**src/rtl/xbus_pkg.sv**
```systemverilog
package xbus_pkg;
    parameter int CNT_W      = 4;
    parameter int RECOV_CLKS = 3;
    parameter int TAIL_MIN   = 3;
    parameter int BASE_CMD   = 5;
    parameter int FAST_CUT   = 3;
    parameter int PULSE_W    = 2;
    parameter int ONE_WS_W   = 2;
    parameter int ROM_BASE_W = 2;

    typedef enum logic [1:0] {
        K_MEM  = 2'b00,
        K_IO   = 2'b01,
        K_INTA = 2'b10
    } kind_e;

    typedef enum logic [2:0] {
        PH_IDLE,
        PH_SETUP,
        PH_CMD,
        PH_RECOV,
        PH_DONE
    } phase_e;

    typedef enum logic [1:0] {
        FM_FULL,
        FM_SPLIT,
        FM_VEC
    } fmode_e;

    typedef struct packed {
        logic [CNT_W-1:0] setup;
        logic [CNT_W-1:0] width;
        logic             split;
        logic             tail;
        logic             two;
        fmode_e           fmode;
    } plan_t;
endpackage

```
**src/rtl/xbus_wait_regs.sv**
```systemverilog
module xbus_wait_regs #(
    parameter int               CFG_W    = 8,
    parameter logic [CFG_W-1:0] MEM_KEEP = 8'hF8,
    parameter logic [CFG_W-1:0] IO_KEEP  = 8'hF0
) (
    input  logic             clk,
    input  logic             rst_n,
    input  logic             cfg_we,
    input  logic             cfg_sel,
    input  logic [CFG_W-1:0] cfg_wdata,
    output logic [CFG_W-1:0] mem_cfg,
    output logic [CFG_W-1:0] io_cfg,
    output logic [CFG_W-1:0] cfg_rdata
);
    typedef struct packed {
        logic [CFG_W-1:0] mem;
        logic [CFG_W-1:0] io;
    } regs_t;

    regs_t r_d, r_q;

    always_comb begin
        r_d = r_q;
        if (cfg_we) begin
            if (cfg_sel) r_d.io  = cfg_wdata & IO_KEEP;
            else         r_d.mem = cfg_wdata & MEM_KEEP;
        end
    end

    always_ff @(posedge clk or negedge rst_n) begin
        if (!rst_n) r_q <= '0;
        else        r_q <= r_d;
    end

    assign mem_cfg   = r_q.mem;
    assign io_cfg    = r_q.io;
    assign cfg_rdata = cfg_sel ? r_q.io : r_q.mem;

    assert_cfg_zero_bits_R2: assert property (@(posedge clk) disable iff (!rst_n)
        ((mem_cfg & ~MEM_KEEP) == '0) && ((io_cfg & ~IO_KEEP) == '0));
endmodule

```
**src/rtl/xbus_timing.sv**
```systemverilog
module xbus_timing
    import xbus_pkg::*;
#(
    parameter int                ADDR_W = 24,
    parameter int                CFG_W  = 8,
    parameter logic [ADDR_W-1:0] ROM_LO = 'h0E0000,
    parameter logic [ADDR_W-1:0] ROM_HI = 'h0FFFFF
) (
    input  kind_e             req_kind,
    input  logic              req_write,
    input  logic              req_wide,
    input  logic [ADDR_W-1:0] req_addr,
    input  logic              dev16_n,
    input  logic [CFG_W-1:0]  mem_cfg,
    input  logic [CFG_W-1:0]  io_cfg,
    output plan_t             plan
);
    localparam int CMD_LSB  = 6;
    localparam int PRE_LSB  = 4;
    localparam int FAST_BIT = 3;
    localparam logic [CNT_W-1:0] ONE   = CNT_W'(1);
    localparam logic [CNT_W-1:0] BASE  = CNT_W'(BASE_CMD);
    localparam logic [CNT_W-1:0] CUT   = CNT_W'(FAST_CUT);

    logic             in_rom;
    logic             cap16;
    logic [CNT_W-1:0] mem_w, mem_s, io_w, io_s, rom_w;

    always_comb begin
        in_rom = (req_kind == K_MEM) && !req_write &&
                 (req_addr >= ROM_LO) && (req_addr <= ROM_HI);
        cap16  = req_wide && !dev16_n;
        mem_w  = BASE + CNT_W'(mem_cfg[CMD_LSB +: 2]) - (mem_cfg[FAST_BIT] ? CUT : '0);
        mem_s  = ONE + CNT_W'(mem_cfg[PRE_LSB +: 2]);
        io_w   = BASE + CNT_W'(io_cfg[CMD_LSB +: 2]);
        io_s   = ONE + CNT_W'(io_cfg[PRE_LSB +: 2]);
        rom_w  = CNT_W'(ROM_BASE_W) + CNT_W'(mem_cfg[CMD_LSB +: 2]);

        plan       = '0;
        plan.setup = ONE;
        plan.fmode = FM_FULL;
        unique case (req_kind)
            K_INTA: begin
                plan.width = CNT_W'(PULSE_W);
                plan.two   = 1'b1;
                plan.fmode = FM_VEC;
            end
            K_IO: begin
                plan.tail = 1'b1;
                if (cap16) begin
                    plan.width = CNT_W'(ONE_WS_W);
                end else begin
                    plan.setup = io_s;
                    plan.width = io_w;
                    plan.split = req_wide;
                end
            end
            default: begin
                if (in_rom) begin
                    plan.width = rom_w;
                end else if (cap16) begin
                    plan.width = CNT_W'(ONE_WS_W);
                end else begin
                    plan.setup = mem_s;
                    plan.width = mem_w;
                    plan.split = req_wide;
                end
            end
        endcase
        if (plan.split) plan.fmode = FM_SPLIT;
    end
endmodule

```
**src/rtl/xbus_rdpath.sv**
```systemverilog
module xbus_rdpath
    import xbus_pkg::*;
#(
    parameter int DATA_W = 16
) (
    input  logic              clk,
    input  logic              rst_n,
    input  logic              cap_low,
    input  logic              cap_fin,
    input  fmode_e            fmode,
    input  logic [DATA_W-1:0] lane,
    output logic [DATA_W-1:0] rdata
);
    localparam int BYTE = DATA_W / 2;

    typedef struct packed {
        logic [BYTE-1:0]   low;
        logic [DATA_W-1:0] out;
    } rd_t;

    rd_t d_d, d_q;

    always_comb begin
        d_d = d_q;
        if (cap_low) d_d.low = lane[BYTE-1:0];
        if (cap_fin) begin
            unique case (fmode)
                FM_SPLIT: d_d.out = {lane[BYTE-1:0], d_q.low};
                FM_VEC:   d_d.out = {{BYTE{1'b0}}, lane[BYTE-1:0]};
                default:  d_d.out = lane;
            endcase
        end
    end

    always_ff @(posedge clk or negedge rst_n) begin
        if (!rst_n) d_q <= '0;
        else        d_q <= d_d;
    end

    assign rdata = d_q.out;

    assert_no_dual_capture_R6: assert property (@(posedge clk) disable iff (!rst_n)
        !(cap_low && cap_fin));
endmodule

```
**src/rtl/xbus_cmd_seq.sv**
```systemverilog
module xbus_cmd_seq
    import xbus_pkg::*;
#(
    parameter int                ADDR_W = 24,
    parameter int                DATA_W = 16,
    parameter int                CFG_W  = 8,
    parameter logic [ADDR_W-1:0] ROM_LO = 'h0E0000,
    parameter logic [ADDR_W-1:0] ROM_HI = 'h0FFFFF
) (
    input  logic              clk,
    input  logic              rst_n,
    input  logic              bclk_en,
    input  logic              req_valid,
    input  logic [1:0]        req_kind,
    input  logic              req_write,
    input  logic              req_wide,
    input  logic [ADDR_W-1:0] req_addr,
    input  logic [DATA_W-1:0] req_wdata,
    input  logic              dev16_n,
    input  logic              chrdy,
    input  logic [DATA_W-1:0] bus_rdata,
    input  logic              cfg_we,
    input  logic              cfg_sel,
    input  logic [CFG_W-1:0]  cfg_wdata,
    output logic [CFG_W-1:0]  cfg_rdata,
    output logic              mrd_n,
    output logic              mwr_n,
    output logic              iord_n,
    output logic              iowr_n,
    output logic              inta_n,
    output logic              bus_a0,
    output logic              swap_en,
    output logic [DATA_W-1:0] bus_wdata,
    output logic              hold_block,
    output logic              ready,
    output logic [DATA_W-1:0] rdata
);
    localparam int BYTE = DATA_W / 2;
    localparam logic [CNT_W-1:0] ONE   = CNT_W'(1);
    localparam logic [CNT_W-1:0] RECOV = CNT_W'(RECOV_CLKS);
    localparam logic [CNT_W-1:0] TAIL  = CNT_W'(TAIL_MIN);

    typedef struct packed {
        phase_e            phase;
        logic [CNT_W-1:0]  cnt;
        logic [CNT_W-1:0]  width;
        logic              half;
        logic              split;
        logic              tail;
        logic              two;
        logic              in_tail;
        logic              wr;
        logic              a0;
        kind_e             kind;
        fmode_e            fmode;
        logic [DATA_W-1:0] wdata;
    } st_t;

    st_t              s_d, s_q;
    plan_t            plan;
    logic [CFG_W-1:0] mem_cfg, io_cfg;
    logic             cap_low, cap_fin;
    logic [CNT_W-1:0] nxt;
    logic             cmd_on;
    logic [4:0]       stb_vec;

    xbus_wait_regs #(.CFG_W(CFG_W)) u_regs (
        .clk(clk), .rst_n(rst_n), .cfg_we(cfg_we), .cfg_sel(cfg_sel),
        .cfg_wdata(cfg_wdata), .mem_cfg(mem_cfg), .io_cfg(io_cfg),
        .cfg_rdata(cfg_rdata)
    );

    xbus_timing #(.ADDR_W(ADDR_W), .CFG_W(CFG_W), .ROM_LO(ROM_LO), .ROM_HI(ROM_HI)) u_timing (
        .req_kind(kind_e'(req_kind)), .req_write(req_write), .req_wide(req_wide),
        .req_addr(req_addr), .dev16_n(dev16_n), .mem_cfg(mem_cfg),
        .io_cfg(io_cfg), .plan(plan)
    );

    xbus_rdpath #(.DATA_W(DATA_W)) u_rd (
        .clk(clk), .rst_n(rst_n), .cap_low(cap_low), .cap_fin(cap_fin),
        .fmode(s_q.fmode), .lane(bus_rdata), .rdata(rdata)
    );

    always_comb begin
        s_d     = s_q;
        cap_low = 1'b0;
        cap_fin = 1'b0;
        nxt     = s_q.cnt - ONE;
        if (bclk_en) begin
            unique case (s_q.phase)
                PH_IDLE: begin
                    if (req_valid) begin
                        s_d.phase   = PH_SETUP;
                        s_d.cnt     = plan.setup;
                        s_d.width   = plan.width;
                        s_d.split   = plan.split;
                        s_d.tail    = plan.tail;
                        s_d.two     = plan.two;
                        s_d.fmode   = plan.fmode;
                        s_d.half    = 1'b0;
                        s_d.in_tail = 1'b0;
                        s_d.kind    = kind_e'(req_kind);
                        s_d.wr      = req_write;
                        s_d.a0      = req_wide ? 1'b0 : req_addr[0];
                        s_d.wdata   = req_wdata;
                    end
                end
                PH_SETUP: begin
                    if (s_q.cnt == ONE) begin
                        s_d.phase = PH_CMD;
                        s_d.cnt   = s_q.width;
                    end else begin
                        s_d.cnt = nxt;
                    end
                end
                PH_CMD: begin
                    if (s_q.cnt == ONE && chrdy) begin
                        if ((s_q.split || s_q.two) && !s_q.half) begin
                            cap_low   = 1'b1;
                            s_d.phase = PH_RECOV;
                            s_d.cnt   = RECOV;
                            s_d.half  = 1'b1;
                        end else begin
                            cap_fin = 1'b1;
                            if (s_q.tail) begin
                                s_d.phase   = PH_RECOV;
                                s_d.cnt     = RECOV;
                                s_d.in_tail = 1'b1;
                            end else begin
                                s_d.phase = PH_DONE;
                            end
                        end
                    end else if (!chrdy && nxt < TAIL) begin
                        s_d.cnt = TAIL;
                    end else begin
                        s_d.cnt = nxt;
                    end
                end
                PH_RECOV: begin
                    if (s_q.cnt == ONE) begin
                        if (s_q.in_tail) begin
                            s_d.phase = PH_DONE;
                        end else begin
                            s_d.phase = PH_CMD;
                            s_d.cnt   = s_q.width;
                        end
                    end else begin
                        s_d.cnt = nxt;
                    end
                end
                PH_DONE: begin
                    s_d.phase   = PH_IDLE;
                    s_d.in_tail = 1'b0;
                end
                default: s_d.phase = PH_IDLE;
            endcase
        end
    end

    always_ff @(posedge clk or negedge rst_n) begin
        if (!rst_n) begin
            s_q       <= '0;
            s_q.phase <= PH_IDLE;
        end else begin
            s_q <= s_d;
        end
    end

    assign cmd_on     = (s_q.phase == PH_CMD);
    assign mrd_n      = !(cmd_on && s_q.kind == K_MEM && !s_q.wr);
    assign mwr_n      = !(cmd_on && s_q.kind == K_MEM &&  s_q.wr);
    assign iord_n     = !(cmd_on && s_q.kind == K_IO  && !s_q.wr);
    assign iowr_n     = !(cmd_on && s_q.kind == K_IO  &&  s_q.wr);
    assign inta_n     = !(cmd_on && s_q.kind == K_INTA);
    assign bus_a0     = s_q.split ? s_q.half : s_q.a0;
    assign swap_en    = cmd_on && s_q.split && s_q.half;
    assign bus_wdata  = (s_q.split && s_q.half) ?
                        {s_q.wdata[DATA_W-1:BYTE], s_q.wdata[DATA_W-1:BYTE]} : s_q.wdata;
    assign hold_block = (s_q.phase == PH_RECOV) && s_q.two && !s_q.in_tail;
    assign ready      = (s_q.phase == PH_DONE);
    assign stb_vec    = ~{mrd_n, mwr_n, iord_n, iowr_n, inta_n};

    assert_one_strobe_R11: assert property (@(posedge clk) disable iff (!rst_n)
        $onehot0(stb_vec));
    assert_ready_single_R10: assert property (@(posedge clk) disable iff (!rst_n)
        (ready && bclk_en) |=> !ready);
    assert_chrdy_holds_R5: assert property (@(posedge clk) disable iff (!rst_n)
        (cmd_on && bclk_en && !chrdy) |=> (stb_vec != 5'b0));
    assert_hold_gap_quiet_R8: assert property (@(posedge clk) disable iff (!rst_n)
        hold_block |-> (stb_vec == 5'b0) && !ready);
    assert_swap_high_half_R6: assert property (@(posedge clk) disable iff (!rst_n)
        swap_en |-> bus_a0);
endmodule

```
**config.mk**
```make
export PLATFORM = sky130hd
export DESIGN_NAME = xbus_cmd_seq
export DESIGN_NICKNAME = d
export VERILOG_FILES = /design/src/rtl/xbus_pkg.sv /design/src/rtl/xbus_wait_regs.sv /design/src/rtl/xbus_timing.sv /design/src/rtl/xbus_rdpath.sv /design/src/rtl/xbus_cmd_seq.sv
export SDC_FILE = /design/constraint.sdc
export NUM_CORES = 1
export LEC_CHECK = 0
export BUFFER_PORTS_ARGS = -buffer_cell sky130_fd_sc_hd__buf_2
export CAP_MARGIN = 40
export CELL_PAD_IN_SITES_DETAIL_PLACEMENT = 1
export CELL_PAD_IN_SITES_GLOBAL_PLACEMENT = 1
export CORE_ASPECT_RATIO = 1.2
export CORE_UTILIZATION = 40
export CTS_CLUSTER_DIAMETER = 120
export DETAILED_ROUTE_END_ITERATION = 10
export GPL_ROUTABILITY_DRIVEN = 0
export PLACE_DENSITY = 0.83
export SETUP_SLACK_MARGIN = 0.5
export SYNTH_ARGS = -nofsm -noshare
export SYNTH_HDL_FRONTEND = slang
export SYNTH_HIERARCHICAL = 1
export SYNTH_SLANG_ARGS = --single-unit
```
**constraint.sdc**
```tcl
create_clock -name clk -period 2.5 [get_ports clk]
set_input_delay 0 -clock clk [delete_from_list [all_inputs] [get_ports clk]]
set_output_delay 0 -clock clk [all_outputs]
set_load 0.02 [all_outputs]
```
======== Yosys cells after proc, flatten, opt, wreduce, memory -nomap -nowiden ========
Index checks and enable logic that the tools add are counted.
storage, ports and cells
  logic and storage cells ................. 142
  bits in writable memories ............... 0
  latch bits .............................. 0
  output and inout bits ................... 49
  bits in read-only memories .............. 0
  memories kept ........................... 0
  bits in registers ....................... 71
  bits of input ports ..................... 76
operators by class
  eq/ne operators ......................... 20
  magnitude comparators ................... 3
  add/subtract/negate cells ............... 7
  bitwise operators ....................... 1
  muxes and demuxes ....................... 50
  div/mod/pow operators ................... 0
  $mul .................................... 0
  reductions and logical operators ........ 44
  shifts and indexed selects .............. 0
operators with widths
  operator                                                          count
  2-to-1 mux 4 bit                                                  12
  2-to-1 mux 38 bit                                                 1
  one-hot mux 16 bit (2 select lines)                               1
  >= comparator 24 x 20 -> 1 bit, second input constant             1
  less-or-equal comparator 24 x 20 -> 1 bit, second input constant  1
  logical AND 1 bit                                                 19
  2-to-1 mux 1 bit                                                  18
  2-to-1 mux 3 bit                                                  6
  2-to-1 mux 8 bit                                                  2
  one-hot mux 4 bit (2 select lines)                                2
  one-hot mux 4 bit (4 select lines)                                1
  AND reduction 5 bit                                               3
  one-hot mux 3 bit (4 select lines)                                1
  logical NOT 1 bit                                                 11
  inequality test 2 bit, second input constant                      5
  adder 3 x 2 -> 4 bit, first input constant                        2
  2-to-1 mux 7 bit                                                  1
  adder 1 x 2 -> 3 bit, first input constant                        2
  equality test 2 x 1 -> 1 bit, second input constant               3
  equality test 2 bit, second input constant                        3
  equality test 3 x 2 -> 1 bit, second input constant               2
  AND reduction 6 bit                                               1
  equality test 4 x 1 -> 1 bit, second input constant               1
  logical NOT 2 bit                                                 2
  20 further kinds                                                  24

======== Depth between registers and ports, before layout ========
  word-level depth ........................ 9
  depth in mapped cells ................... 9
  depth with buffers taken out ............ 9

======== Cells and area by module ========
The synthesis kept the hierarchy.
by module, submodules not included
  module          seq. area each (µm²)  instances  cells each  area an instance (µm²)
  xbus_cmd_seq    950.9                 1          198         2175.8
  xbus_rdpath     600.6                 1          125         1252.5
  xbus_wait_regs  225.2                 1          37          493.0
  xbus_timing     0.0                   1          54          431.7

======== Worst setup path before layout ========
OpenSTA, ideal clock, no wires.
  path kind ............................... register -> register
  from .................................... register s_q[35] (netlist name)
  to ...................................... register u_rd.d_q, in the netlist u_rd/rdata[2]
  library setup time ...................... 137 ps
  buffers on the path ..................... 2
  arrival ................................. 1718 ps
  setup slack ............................. 645 ps
  cell stages (with the launch flop) ...... 8
  cells stage by stage .................... dfrtp_1 -> clkbuf_1 -> nor3b_1 -> nand3_1 -> nor2_1 -> buf_2 -> nand2b_1 -> o221ai_1
on the way
  cells in the longest elaborated chain, start to end .. 3
RTL lines
  element                       line                text
  from (decl)                   xbus_cmd_seq.sv:59  st_t s_d, s_q;
  equality test 3 x 2 -> 1 bit  xbus_cmd_seq.sv:90  unique case (s_q.phase)
  2-to-1 mux 1 bit              xbus_cmd_seq.sv:90
  2-to-1 mux 1 bit              xbus_cmd_seq.sv:89  if (bclk_en) begin
  via cap_fin                   xbus_cmd_seq.sv:62  logic cap_low, cap_fin;
  to (signal assigned)          xbus_rdpath.sv:36   if (!rst_n) d_q <= '0;
  to (signal assigned)          xbus_rdpath.sv:37   else d_q <= d_d;
  to (decl)                     xbus_rdpath.sv:21   rd_t d_d, d_q;
The timed path passes the listed nets, and every way through them passes these cells.
A chain may end at the register's enable or synchronous reset.

======== Final worst setup path ========
  from .................................... register s_q[32] (netlist name)
  to ...................................... register u_rd.d_q, in the netlist u_rd/rdata[0]
on the way
  cells in the longest elaborated chain, start to end .. 5
RTL lines
  element                       line                 text
  equality test 4 x 1 -> 1 bit  xbus_cmd_seq.sv:117  if (s_q.cnt == ONE && chrdy) begin
  logical AND 1 bit             xbus_cmd_seq.sv:117
  2-to-1 mux 1 bit              xbus_cmd_seq.sv:117
  2-to-1 mux 1 bit              xbus_cmd_seq.sv:90
  2-to-1 mux 1 bit              xbus_cmd_seq.sv:89
  via cap_fin                   xbus_cmd_seq.sv:62
The timed path passes the listed nets, and every way through them passes these cells.

==> metrics.cfg <==
[outcome]
status = completed

[drt]
vias = 3581
avgViaCountPerCell = 5.40
wl_per_cell_um = 18.7
drt_first_pass_iters = 4
postRouteAntennaNets = 0
wl_um = 12400
drc = 0
drt-initial-drc-count = 185

[timing]
finalHoldViolCount = 0
period_needed_ns = 1.95
timing.final.setup_violations = 0
tightest_slew_ns = 0.706
setup_slack_ns = 0.552
slew_headroom_pct = 52.9
timing.final.crit_share_pct = 77.9
rsz0062_at_grt = true
max_freq_ghz = 0.513
fin_skew_ns = 0.00517
tns_ns = 0
finalMaxSlewViolations = 0
fin_hold_ws_ns = 0.0614

[worst_hold_path]
hp-class = primary input to flip-flop

[worst_setup_path]
crit_path_start_kind = flip-flop
regToRegStartpoint = s_q[32]$_DFFE_PN0P_
required_ns = 2.74
cp-end-kind = flip-flop
crit_type = flip-flop to flip-flop
critical_path.startpoint = s_q[32]$_DFFE_PN0P_
cp.arrival_ns = 2.18
cp-endpoint = u_rd/rdata[0]$_DFFE_PN0P_
ff2ff_path_depth = 8
worst-path-max-fanout = 17
r2r_slack_ns = 0.55
reg2reg_to = u_rd/rdata[0]$_DFFE_PN0P_

[placement]
post-place-ws_ns = 0.349
dp_hpwl_um = 8100
place_inst = 600
portBuffers = 102

[grt]
grt_max_degree = 33
track_usage_pct = 22.2
grt-ovfl-total = 0
grt_pass1_wl_um = 19500
antenna_found_initial = 0
grt_pass1_vias = 3862

[clocking]
h-tree-depth = 3
cts_tree = done
clock_path_buffers = 2
clock-sinks = 71
clockRootBuffer = clkbuf_16
clk_latency_ns = 0.34
clkTransAtPathRegs_ns = 0.06
numCtsBuffers = 9

[floorplan]
coreArea_um2 = 10500
fp.dieArea_um2 = 11200
initial_core_util_pct = 41.1
row_count = 41
fp.dieW_um = 96.7
pin_count = 125
die_h_um = 116

[job]
maxCapViolCount = 0

[cells_and_area]
n_antenna_cell = 0
nNetsFinal = 620
fin_cells = 663
synthToLayoutAreaGrowth_pct = 30.7
drive_gt1_share_pct = 35.6

[power_and_ir_drop]
irDropWorstVdd_v = 0.000406
power_mw = 6.08
leakagePower_nw = 2.59
cellPowerDensity_nw_per_um2 = 1080

[yosys]
netlist_instances = 407
synth_area_um2 = 4300
yosysWarnings = 6
synth_area_per_cell_um2 = 10.6

==> metrics by stage <==
stage                     utilization [%]  instance area, um2
after floorplan                         -                4310
after global placement               45.1                4720
after detailed placement             45.1                4720
after CTS                            52.6                5500
after global routing                 53.7                5620
final                                53.7                5620
==> critical path, stage by stage (launching register included) <==
cell and delay, ns:
dfrtp_2 0.44, inv_2 0.09, ha_2 0.19, and4bb_2 0.31, nand3_4 0.12, nor2_4 0.17
buf_12 0.16, o21ai_4 0.11, o221ai_1 0.24
==> layer usage <==
| metal | wire length, um | share of wire, % | vias to the layer above | global-route usage, % |
|---|---|---|---|---|
| li1 | - | - | 1668 | - |
| met1 | 4690 | 38 | 1787 | 23.8 |
| met2 | 6960 | 56 | 103 | 43.5 |
| met3 | 486 | 3.9 | 23 | 3.98 |
| met4 | 242 | 2.0 | 0 | 8.46 |
| met5 | 0 | 0 | - | 0 |
==> state kept, by name, indices dropped and copies added (netlist names) <==
register,flops
u_regs/io_cfg,4
u_rd/rdata,16
s_q,38
u_rd/d_q,8
u_regs/mem_cfg,5
==> layout make-up <==
class                      instances  area, um2
clock inverter                     2       15.0
multi-input combinational        268       2230
timing repair buffer             158       1100
inverter                          21       78.8
fill                            1160       4840
sequential                        71       1780
clock buffer                      14        264
tap                              129        161
==> how the worst min path moves through the flow <==
stage | slack [ns] | cells past startpoint | endpoint | from
4_1_cts | 0.05 | 3 | u_regs/io_cfg[6]$_DFFE_PN0P_ | cfg_we
2_1_floorplan | -0.30 | 0 | s_q[0]$_DFFE_PN0P_ | rst_n
6_report | 0.06 | 3 | u_regs/io_cfg[6]$_DFFE_PN0P_ | cfg_we
5_1_grt | 0.07 | 3 | u_regs/io_cfg[5]$_DFFE_PN0P_ | cfg_we
3_5_place_dp | 0.09 | 1 | u_rd/rdata[4]$_DFFE_PN0P_ | rst_n
3_3_place_gp | 0.09 | 1 | u_rd/rdata[3]$_DFFE_PN0P_ | rst_n
==> cells in the final DEF, fill, tap and decap left out, types with 3 or more instances in the layout <==
| cell type | n |
|---|---|
| dlygate4sd3_1 | 43 |
| nand2b_1 | 15 |
| buf_4 | 8 |
| dfrtp_1 | 68 |
| nand3_1 | 8 |
| mux2_2 | 30 |
| conb_1 | 4 |
| a21oi_1 | 5 |
| a211oi_1 | 5 |
| mux2_1 | 28 |
| and3_1 | 3 |
| nor3_1 | 6 |
| and2_1 | 3 |
| o21ai_0 | 4 |
| mux2i_1 | 3 |
| buf_2 | 102 |
| a31oi_1 | 12 |
| nand3b_1 | 14 |
| dfrtp_2 | 3 |
| clkbuf_1 | 3 |
| clkbuf_16 | 9 |
| inv_1 | 20 |
| o211ai_1 | 3 |
| o221ai_2 | 4 |
| nor2b_1 | 5 |
| or3_1 | 3 |
| o31ai_1 | 3 |
| o221ai_1 | 4 |
| nor2_1 | 15 |
| nand2_1 | 28 |
| ha_1 | 14 |
==> power breakdown <==
group	switching, mW	internal, mW	total, mW
combinational	1.62	1.22	2.83
sequential	0.414	1.62	2.03
clock	0.483	0.727	1.21
==> timing repair <==
action | in CTS | in global routing
setup endpoints to repair | 14 | 36
endpoints found under the hold margin | 71 | 0
hold buffers | 43 | 0
pin swaps | 1 | 3
cloned | 1 | 0
setup buffers | 0 | 3
resized for setup | 9 | 19
(Power assumes the default switching activity.)
